### src/rtl/sdr_pkg.sv
package sdr_pkg;

    typedef enum logic [2:0] {
        ST_IDLE,
        ST_WAIT,
        ST_CLAIM,
        ST_TURNOFF,
        ST_PASS
    } sdr_state_e;

    localparam logic [3:0] CMD_IO_RD   = 4'b0010;
    localparam logic [3:0] CMD_IO_WR   = 4'b0011;
    localparam logic [3:0] CMD_MEM_RD  = 4'b0110;
    localparam logic [3:0] CMD_MEM_WR  = 4'b0111;
    localparam logic [3:0] CMD_MEM_RDM = 4'b1100;
    localparam logic [3:0] CMD_MEM_RDL = 4'b1110;
    localparam logic [3:0] CMD_MEM_WRI = 4'b1111;

    function automatic logic is_mem_cmd(input logic [3:0] cmd);
        return (cmd == CMD_MEM_RD)  || (cmd == CMD_MEM_WR)  ||
               (cmd == CMD_MEM_RDM) || (cmd == CMD_MEM_RDL) ||
               (cmd == CMD_MEM_WRI);
    endfunction

    function automatic logic is_io_cmd(input logic [3:0] cmd);
        return (cmd == CMD_IO_RD) || (cmd == CMD_IO_WR);
    endfunction

endpackage

### src/rtl/sdr_range_filter.sv
module sdr_range_filter
    import sdr_pkg::*;
#(
    parameter int ADDR_W = 32,
    parameter int MEM_AW = 24,
    parameter int IO_AW  = 16
) (
    input  logic [ADDR_W-1:0] addr_i,
    input  logic [3:0]        cmd_i,
    output logic              eligible_o
);

    logic mem_fits;
    logic io_fits;

    generate
        if (MEM_AW >= ADDR_W) begin : g_mem_full
            assign mem_fits = 1'b1;
        end else begin : g_mem_cut
            assign mem_fits = (addr_i[ADDR_W-1:MEM_AW] == '0);
        end
        if (IO_AW >= ADDR_W) begin : g_io_full
            assign io_fits = 1'b1;
        end else begin : g_io_cut
            assign io_fits = (addr_i[ADDR_W-1:IO_AW] == '0);
        end
    endgenerate

    always_comb begin
        eligible_o = (is_mem_cmd(cmd_i) && mem_fits) ||
                     (is_io_cmd(cmd_i) && io_fits);
    end

endmodule

### src/rtl/sdr_claim_fsm.sv
module sdr_claim_fsm
    import sdr_pkg::*;
#(
    parameter int ADDR_W    = 32,
    parameter int SLOT_W    = 3,
    parameter int FAST_LAST = 3,
    parameter int SLOW_LAST = 4
) (
    input  logic              clk,
    input  logic              rst_n,
    input  logic              fast_all_i,
    input  logic              frame_n_i,
    input  logic [ADDR_W-1:0] ad_i,
    input  logic [3:0]        cbe_n_i,
    input  logic              devsel_n_i,
    input  logic              eligible_i,
    output logic              devsel_n_o,
    output logic              devsel_oe_o,
    output logic              claim_o,
    output logic [ADDR_W-1:0] claim_addr_o,
    output logic [3:0]        claim_cmd_o
);

    localparam logic [SLOT_W-1:0] FAST_EDGE = SLOT_W'(FAST_LAST);
    localparam logic [SLOT_W-1:0] SLOW_EDGE = SLOT_W'(SLOW_LAST);

    sdr_state_e        state_q, state_d;
    logic [SLOT_W-1:0] slot_q, slot_d;
    logic [SLOT_W-1:0] this_edge;
    logic [SLOT_W-1:0] last_look;
    logic              claim_q;

    assign this_edge = slot_q + 1'b1;
    assign last_look = fast_all_i ? FAST_EDGE : SLOW_EDGE;

    // next-state logic
    always_comb begin
        state_d = state_q;
        slot_d  = slot_q;
        unique case (state_q)
            ST_IDLE: begin
                slot_d = SLOT_W'(1);
                if (!frame_n_i) begin
                    state_d = eligible_i ? ST_WAIT : ST_PASS;
                end
            end
            ST_WAIT: begin
                if (!devsel_n_i) begin
                    state_d = ST_PASS;
                end else if (this_edge == last_look) begin
                    state_d = ST_CLAIM;
                end else begin
                    slot_d = this_edge;
                end
            end
            ST_CLAIM: begin
                if (frame_n_i) state_d = ST_TURNOFF;
            end
            ST_TURNOFF: begin
                state_d = ST_IDLE;
            end
            ST_PASS: begin
                if (frame_n_i) state_d = ST_IDLE;
            end
            default: state_d = ST_IDLE;
        endcase
    end

    // state register, capture register and claim pulse
    always_ff @(posedge clk or negedge rst_n) begin
        if (!rst_n) begin
            state_q      <= ST_IDLE;
            slot_q       <= '0;
            claim_q      <= 1'b0;
            claim_addr_o <= '0;
            claim_cmd_o  <= '0;
        end else begin
            state_q <= state_d;
            slot_q  <= slot_d;
            claim_q <= (state_q == ST_WAIT) && (state_d == ST_CLAIM);
            if (state_q == ST_IDLE && !frame_n_i) begin
                claim_addr_o <= ad_i;
                claim_cmd_o  <= cbe_n_i;
            end
        end
    end

    // outputs decoded from state
    always_comb begin
        devsel_oe_o = 1'b0;
        devsel_n_o  = 1'b1;
        unique case (state_q)
            ST_CLAIM: begin
                devsel_oe_o = 1'b1;
                devsel_n_o  = 1'b0;
            end
            ST_TURNOFF: begin
                devsel_oe_o = 1'b1;
                devsel_n_o  = 1'b1;
            end
            default: begin
                devsel_oe_o = 1'b0;
                devsel_n_o  = 1'b1;
            end
        endcase
    end
    assign claim_o = claim_q;

    // assertions
    assert_claim_drives_R5: assert property (@(posedge clk) disable iff (!rst_n)
        claim_o |-> (devsel_oe_o && !devsel_n_o));

    assert_claim_single_R5: assert property (@(posedge clk) disable iff (!rst_n)
        claim_o |=> !claim_o);

    assert_cancel_on_other_R7: assert property (@(posedge clk) disable iff (!rst_n)
        (state_q == ST_WAIT && !devsel_n_i) |=> (!claim_o && !devsel_oe_o));

    assert_never_odd_cmd_R4: assert property (@(posedge clk) disable iff (!rst_n)
        claim_o |-> (is_mem_cmd(claim_cmd_o) || is_io_cmd(claim_cmd_o)));

    assert_turnoff_high_R9: assert property (@(posedge clk) disable iff (!rst_n)
        (devsel_oe_o && !devsel_n_o && frame_n_i) |=> (devsel_oe_o && devsel_n_o));

    assert_release_after_high_R9: assert property (@(posedge clk) disable iff (!rst_n)
        (devsel_oe_o && devsel_n_o) |=> !devsel_oe_o);

endmodule

### src/rtl/subtractive_responder.sv
module subtractive_responder #(
    parameter int ADDR_W    = 32,
    parameter int MEM_AW    = 24,
    parameter int IO_AW     = 16,
    parameter int FAST_LAST = 3,
    parameter int SLOW_LAST = 4
) (
    input  logic              clk,
    input  logic              rst_n,
    input  logic              fast_all_i,
    input  logic              frame_n_i,
    input  logic [ADDR_W-1:0] ad_i,
    input  logic [3:0]        cbe_n_i,
    input  logic              devsel_n_i,
    output logic              devsel_n_o,
    output logic              devsel_oe_o,
    output logic              claim_o,
    output logic [ADDR_W-1:0] claim_addr_o,
    output logic [3:0]        claim_cmd_o
);

    localparam int SLOT_W = $clog2(SLOW_LAST + 2);

    logic eligible;

    sdr_range_filter #(
        .ADDR_W (ADDR_W),
        .MEM_AW (MEM_AW),
        .IO_AW  (IO_AW)
    ) u_filter (
        .addr_i     (ad_i),
        .cmd_i      (cbe_n_i),
        .eligible_o (eligible)
    );

    sdr_claim_fsm #(
        .ADDR_W    (ADDR_W),
        .SLOT_W    (SLOT_W),
        .FAST_LAST (FAST_LAST),
        .SLOW_LAST (SLOW_LAST)
    ) u_fsm (
        .clk          (clk),
        .rst_n        (rst_n),
        .fast_all_i   (fast_all_i),
        .frame_n_i    (frame_n_i),
        .ad_i         (ad_i),
        .cbe_n_i      (cbe_n_i),
        .devsel_n_i   (devsel_n_i),
        .eligible_i   (eligible),
        .devsel_n_o   (devsel_n_o),
        .devsel_oe_o  (devsel_oe_o),
        .claim_o      (claim_o),
        .claim_addr_o (claim_addr_o),
        .claim_cmd_o  (claim_cmd_o)
    );

endmodule

### config.mk
export PLATFORM = sky130hd
export DESIGN_NAME = subtractive_responder
export DESIGN_NICKNAME = d
export VERILOG_FILES = /design/src/rtl/sdr_pkg.sv /design/src/rtl/sdr_range_filter.sv /design/src/rtl/sdr_claim_fsm.sv /design/src/rtl/subtractive_responder.sv
export SDC_FILE = /design/constraint.sdc
export NUM_CORES = 1
export LEC_CHECK = 0
export BUFFER_PORTS_ARGS = -buffer_cell sky130_fd_sc_hd__buf_4
export CAP_MARGIN = 20
export CORE_MARGIN = 1.5
export CORE_UTILIZATION = 49
export CTS_BUF_LIST = sky130_fd_sc_hd__clkbuf_4
export DETAILED_ROUTE_END_ITERATION = 8
export GPL_ROUTABILITY_DRIVEN = 0
export PLACE_DENSITY = 0.82
export SYNTH_ARGS = -nofsm -noshare
export SYNTH_HDL_FRONTEND = slang
export SYNTH_HIERARCHICAL = 1
export SYNTH_SLANG_ARGS = --single-unit
### constraint.sdc
create_clock -name clk -period 2.1 [get_ports clk]
set_input_delay 0.315 -clock clk [delete_from_list [all_inputs] [get_ports clk]]
set_output_delay 0.315 -clock clk [all_outputs]
set_load 0.01 [all_outputs]
# Yosys cells after proc, flatten, opt, wreduce, memory -nomap -nowiden

Index checks and enable logic that the tools add are counted.

Equality and inequality tests: 15
Reductions and logical operators: 17
Multiplexer cells: 13
$add $sub $neg: 1

Operator list:

| operator                                       | count |
|---|---|
| two-way mux 3 bit                              | 9 |
| zero test 16 bit                               | 1 |
| == test 4 bit (second input constant)          | 3 |
| one-hot mux 3 bit (4 select lines)             | 1 |
| == test 3 x 2 -> 1 bit (second input constant) | 3 |
| == test 4 x 2 -> 1 bit (second input constant) | 2 |
| == test 4 x 3 -> 1 bit (second input constant) | 2 |
| zero test 8 bit                                | 1 |
| logical OR 1 bit                               | 6 |
| one-hot mux 3 bit (2 select lines)             | 1 |
| logical AND 1 bit                              | 4 |
| inequality test 2 bit (second input constant)  | 2 |
| adder 3 x 1 -> 3 bit (second input constant)   | 1 |
| == test 3 x 1 -> 1 bit (second input constant) | 1 |
| == test 3 bit                                  | 1 |
| == test 3 bit (second input constant)          | 1 |
| zero test 3 bit                                | 1 |
| AND reduction 3 bit                            | 1 |
| two-way mux 1 bit                              | 2 |
| nonzero test 2 bit                             | 1 |
| OR reduction 2 bit                             | 1 |
| zero test 1 bit                                | 1 |

Word-level logic and storage cells: 51
Flip-flop bits (word level): 43
Output and inout port bits: 39
Input bits: 41

# Depth between registers and ports, before layout

Word-level depth: 12
Mapped depth: 7
Depth with buffers taken out: 7

# Cells and area by module

Netlist, hierarchy kept.

By module, submodules not included:

| module           | instances | area an instance (µm²) | sequential area each (µm²) | cells each |
|---|---|---|---|---|
| sdr_claim_fsm    | 1         | 1,790.5                | 1,076.0                    | 126 |
| sdr_range_filter | 1         | 68.8                   | 0.0                        | 10 |

# Worst setup path after synthesis

OpenSTA, ideal clock, no wires.

Path type: reg-to-reg
Start point: reg u_fsm.slot_q[0]
End point: reg u_fsm.slot_q[2]
Arrival time: 1.673 ns
Path slack: 0.300 ns
Stages on the path, launching flop included: 6
Required time: 1.973 ns
Period minus slack after synthesis: 1.800 ns
Buffers on the path: 0
Cells stage by stage: dfrtp_1 > ha_1 > or3b_2 > mux2i_1 > or4_1 > nand3_1

Word-level cells in the longest chain between the ends: 4

Ends and longest elaborated chain:

| element                                                                                           | line                | text |
|---|---|---|
| start, declared                                                                                   | sdr_claim_fsm.sv:28 | `logic [SLOT_W-1:0] slot_q, slot_d;` |
| start signal, assigned                                                                            | sdr_claim_fsm.sv:79 | `slot_q <= slot_d;` |
| adder 3 x 1 -> 3 bit (*)                                                                          | sdr_claim_fsm.sv:33 | `assign this_edge = slot_q + 1'b1;` |
| == test 3 bit / two-way mux 3 bit (equally long branches)                                         | sdr_claim_fsm.sv:50 | `end else if (this_edge == last_look) begin` |
| inequality test 2 bit (no source line) / two-way mux 3 bit (equally long branches)                | --                  |  |
| AND reduction 3 bit (no source line) / one-hot mux 3 bit (2 select lines) (equally long branches) | --                  |  |

Mark *: on every way between the ends. The rest lies on a longest branch, timed or not. The select of a mux whose other input is x is not followed.
A chain may end at the register's enable or synchronous reset.

# Worst setup path after layout

Start point: reg u_fsm.slot_q[0]
End point: reg u_fsm.state_q[0]

Word-level cells in the longest chain between the ends: 5

Ends and longest elaborated chain:

| element                            | line                | text |
|---|---|---|
| adder 3 x 1 -> 3 bit               | sdr_claim_fsm.sv:33 |  |
| == test 3 bit                      | sdr_claim_fsm.sv:50 |  |
| two-way mux 3 bit                  | sdr_claim_fsm.sv:50 |  |
| two-way mux 3 bit                  | sdr_claim_fsm.sv:48 | `if (!devsel_n_i) begin` |
| one-hot mux 3 bit (4 select lines) | sdr_claim_fsm.sv:40 | `unique case (state_q)` |
| named net u_fsm.state_d[0]         | sdr_claim_fsm.sv:27 | `sdr_state_e state_q, state_d;` |
| end signal, assigned               | sdr_claim_fsm.sv:78 | `state_q <= state_d;` |
| end, declared                      | sdr_claim_fsm.sv:27 |  |

The timed path passes the listed nets, and every way through them passes these cells.

==> reports/metrics.sh <==
POWER_mW=1.93
WORSTSETUPSTARTPOINTTYPE='register'
LAYOUT_NETS=261
CLK_PIN_SLEW_WORST_PATHS_PS=120
ANTENNA_CELLS=0
SYNTH_TOP_CELLS_BY_AREA='sky130_fd_sc_hd__dfrtp_1 (58%), sky130_fd_sc_hd__mux2_2 (18%), sky130_fd_sc_hd__mux2_1 (4.2%)'
WORST_CLOCK_SKEW_PS=6.95
DIE_W_UM=64.6
SYNTHARSTFLOPSHARE=1.00
TIMING.FINAL.CRIT_SHARE=0.935
DETAILROUTE.WIRELENGTH.MET3_UM=258
DP_SLACK_PS=117
DRC_ERRORS=0
DRIVE_GT1_FRAC=0.555
SETUP-VIOLATIONS-FINAL=0
INITIAL_CORE_UTIL=0.508
DR.FIRST_ITER.DRC_COUNT=51
STATIC-LEAKAGE-POWER_nW=1.18
CRITICAL_PATH.SLOWEST_CELL='sky130_fd_sc_hd__or3b_2'
DEPTH_OF_THE_CTS_H_TREE=2
DRT_WL_TOTAL_UM=4080
GRT_MAX_DEGREE=44
GLOBALROUTETOTALUTIL=0.214
CP_DATA_ARRIVAL_TIME_PS=2210
WORSTPATHCELLLIST='ha_1 -> or3b_2 -> mux2i_2 -> o32a_1 -> nor2_1'
SEQPWRFRAC=0.510
FIRST_GLOBAL_VIAS=1479
DETAIL_ROUTE.VIAS_PER_CELL=5.11
YS_WARN_COUNT=6
SYNTH.NET_COUNT=178
YOSYS_MOST_USED_DFF='sky130_fd_sc_hd__dfrtp_1'
ANTENNA_VIOLATING_NETS_POST_ROUTE=0
POST_DRT_WL_PER_CELL_UM=15.2
RSZ_0062_RAISED_AFTER_GLOBAL_ROUTING='false'
SWITCHINGPOWER_mW=0.493
ROUTED.TOP_LAYER='met4'
GLOBAL_ROUTE.OVERFLOW_TOTAL=0
FP.DIEH_UM=64.6
INITIAL_ANTENNA_VIOLATION_COUNT=0
MAXSLEWHEADROOM=0.650
REQUIRED_PS=2350
PIN_COUNT=80
SLOWEST_DELAY_PS=510
SW_FRAC_OF_TOTAL=0.255
SETUP_TOTAL_NEGATIVE_SLACK_PS=0
POSTSYNTHCELLCOUNT=136
CRITPATHCAPTURETYPE='register'
POST_SYNTHESIS_SEQUENTIAL_AREA_RATIO=0.579
MIN-DELAY-PATH-CLASS='in2reg'
YOSYSTOPAREACELLSHARE=0.579
WORST_HOLD_SLACK_AFTER_FINAL_LAYOUT_PS=185
CRITPATHKIND='reg2reg'
CRITPATHTOPFAMILY='simple AND/OR/NAND/NOR gates'
DP_HPWL_UM=3110
COMB_POWER_SHARE=0.229
FINAL-MAX-SLEW-VIOLATION-COUNT=0
YOSYS_REGISTER_BITS=43
POWER_FRAC_CLOCK=0.260
POST_SYNTH_INSTANCE_AREA_MM2=0.00186
M1WIRELENGTH_UM=1710
CLK_PATH_BUF_DEPTH=2
NUMBER_OF_VIOLATIONS_OF_THE_MAX_CAPACITANCE_LIMIT=0
NUM_VIAS=1370
WORST_SLEW_PIN_SLEW_PS=525
STATUS='finished clean'
FINALCOREUTILIZATION=0.705
POWER.DENSITY_CELL_AREA_mW_PER_MM2=749
DRT-PASS1-ITER-COUNT=4
POST-PLACE-CELLS=259
WORSTPATHBUFFERINVERTERCOUNT=0
CLOCK-SINKS=43
DIE_AREA_MM2=0.00417
SYNTH_COMMON_CELLS='sky130_fd_sc_hd__dfrtp_1 (43), sky130_fd_sc_hd__mux2_2 (29), sky130_fd_sc_hd__mux2_1 (7), sky130_fd_sc_hd__nor2_1 (7), sky130_fd_sc_hd__nand2_1 (6)'
AVGSYNTHCELLAREA_UM2=13.7
FINALHOLDVIOLCOUNT=0
INTERNAL_POWER_mW=1.44
CP_MAX_FO=6
CLK_ROOT_BUFFER_CELL='sky130_fd_sc_hd__clkbuf_4'
LAYOUT_MIN_CYCLE_TIME_PS=1960
CORE_REGION_AREA_MM2=0.00366
CTS_TREE='done'
AREAGROWTHSYNTHTOFINISH_PCT=38.8
COUNT_OF_DIFFERENT_CELL_MASTERS_AFTER_SYNTHESIS=30
ROWS=22
PLACEDINSTANCEAREA_MM2=0.00249
IR_DROP_mV=0.472
STDCELL_COUNT=268
CTS_SETUP_BUFFERS=0
MET2_WIRELENGTH_UM=2040
SYNTH-EDFF-COUNT=0
SETUP_SLACK_PS=136
FIRST_PASS_GRT_WIRE_LENGTH_UM=6740
CLK_LATENCY_PS=350
SYNTH.LARGEST_AREA_CELL='sky130_fd_sc_hd__dfrtp_1'
MAXIMUM_CLOCK_RATE_MHz=509
DESIGN_AREA_MM2=0.00258
MOST_REPEATED_CELL_IN_THE_GATE_LEVEL_NETLIST_AFTER_SYNTHESIS='sky130_fd_sc_hd__dfrtp_1'
CTS_MADE_BUFFERS=5
PORT_BUFFERS=79
[area by class of cell]
cell class / count / area (µm²)
clock buffers: 5 / 37.5
clock inverters: 3 / 38.8
fillers: 291 / 1080
inverters: 2 / 7.51
multi-input cells: 86 / 737
flip-flops and latches: 43 / 1080
well taps: 48 / 60.1
repair buffers: 81 / 623
[layout by cell type, fill, tap and decap left out, drive strengths merged]
cell type	Yosys	final
dlygate4sd3	0	1
nor4	3	3
nor2b	3	3
nor2	7	7
nand2	6	6
mux2	36	36
nor4b	1	1
clkinv	0	2
or4	1	1
or2	1	1
ha	1	1
o211ai	3	3
dfrtp	43	43
o21ai	5	5
nand3b	2	2
and2	1	1
nand2b	2	2
inv	2	2
o32a	1	1
nor3	1	1
buf	4	80
nand3	3	3
a21oi	4	4
or3b	1	1
clkbuf	1	5
a311oi	1	1
bufinv	0	1
mux2i	1	1
xnor2	1	1
nor3b	1	1
[layer usage]
layer  GRT usage  vias up
met2       0.358       46
met5           0        -
met3      0.0608        8
met1       0.260      666
li1            -      650
met4      0.0904        0
[sequential cells by signal, summed over array words and instances (netlist names)]
signal	cells
u_fsm/slot_q	3
u_fsm/claim_addr_o	32
u_fsm/claim_o	1
u_fsm/claim_cmd_o	4
u_fsm/state_q	3
[worst register-to-register path, cell delays in order (launching register included)]
cell and delay (ps):
sky130_fd_sc_hd__dfrtp_1 450, sky130_fd_sc_hd__ha_1 360, sky130_fd_sc_hd__or3b_2 510, sky130_fd_sc_hd__mux2i_2 310, sky130_fd_sc_hd__o32a_1 210, sky130_fd_sc_hd__nor2_1 40
[final timing paths]
check / from / to / slack (ps) / cells past startpoint
worst max register to register: u_fsm/slot_q[0] / u_fsm/state_q[0] / 140 / 5
max in group asynchronous: rst_n / u_fsm/claim_addr_o[0] / 1270 / 2
min in group asynchronous: rst_n / u_fsm/claim_addr_o[13] / 470 / 2
worst min-delay path: ad_i[7] / u_fsm/claim_addr_o[7] / 180 / 2
worst min register to register: u_fsm/claim_addr_o[20] / u_fsm/claim_addr_o[20] / 510 / 1
worst max-delay path: u_fsm/slot_q[0] / u_fsm/state_q[0] / 140 / 5
[logic make-up after synthesis]
group                    Yosys count  synth area share
XOR/XNOR                           1           0.00875
adder cells (fa/ha/maj)            1           0.00673
AND/OR/NAND/NOR                   33             0.109
multiplexers                      37             0.223
buffers and inverters              7            0.0269
AO/OA/AOI/OAI                     14            0.0464
flip-flops                        43             0.579
[power groups by stage]
stage	Combinational, mW	Clock [mW]	Sequential [mW]
after detailed placement	0.447	0	1.01
after global routing	0.476	0.551	1.00
after global placement	0.432	0	0.997
final	0.444	0.503	0.987
after floorplan	0.128	0	1.05
after CTS	0.449	0.516	0.988
[timing repair]
action	CTS	global route
resized for setup	0	1
hold endpoints to repair	43	0
setup endpoints to repair	0	3
hold buffers	1	0
No activity file was read; power rests on OpenSTA's default activity.
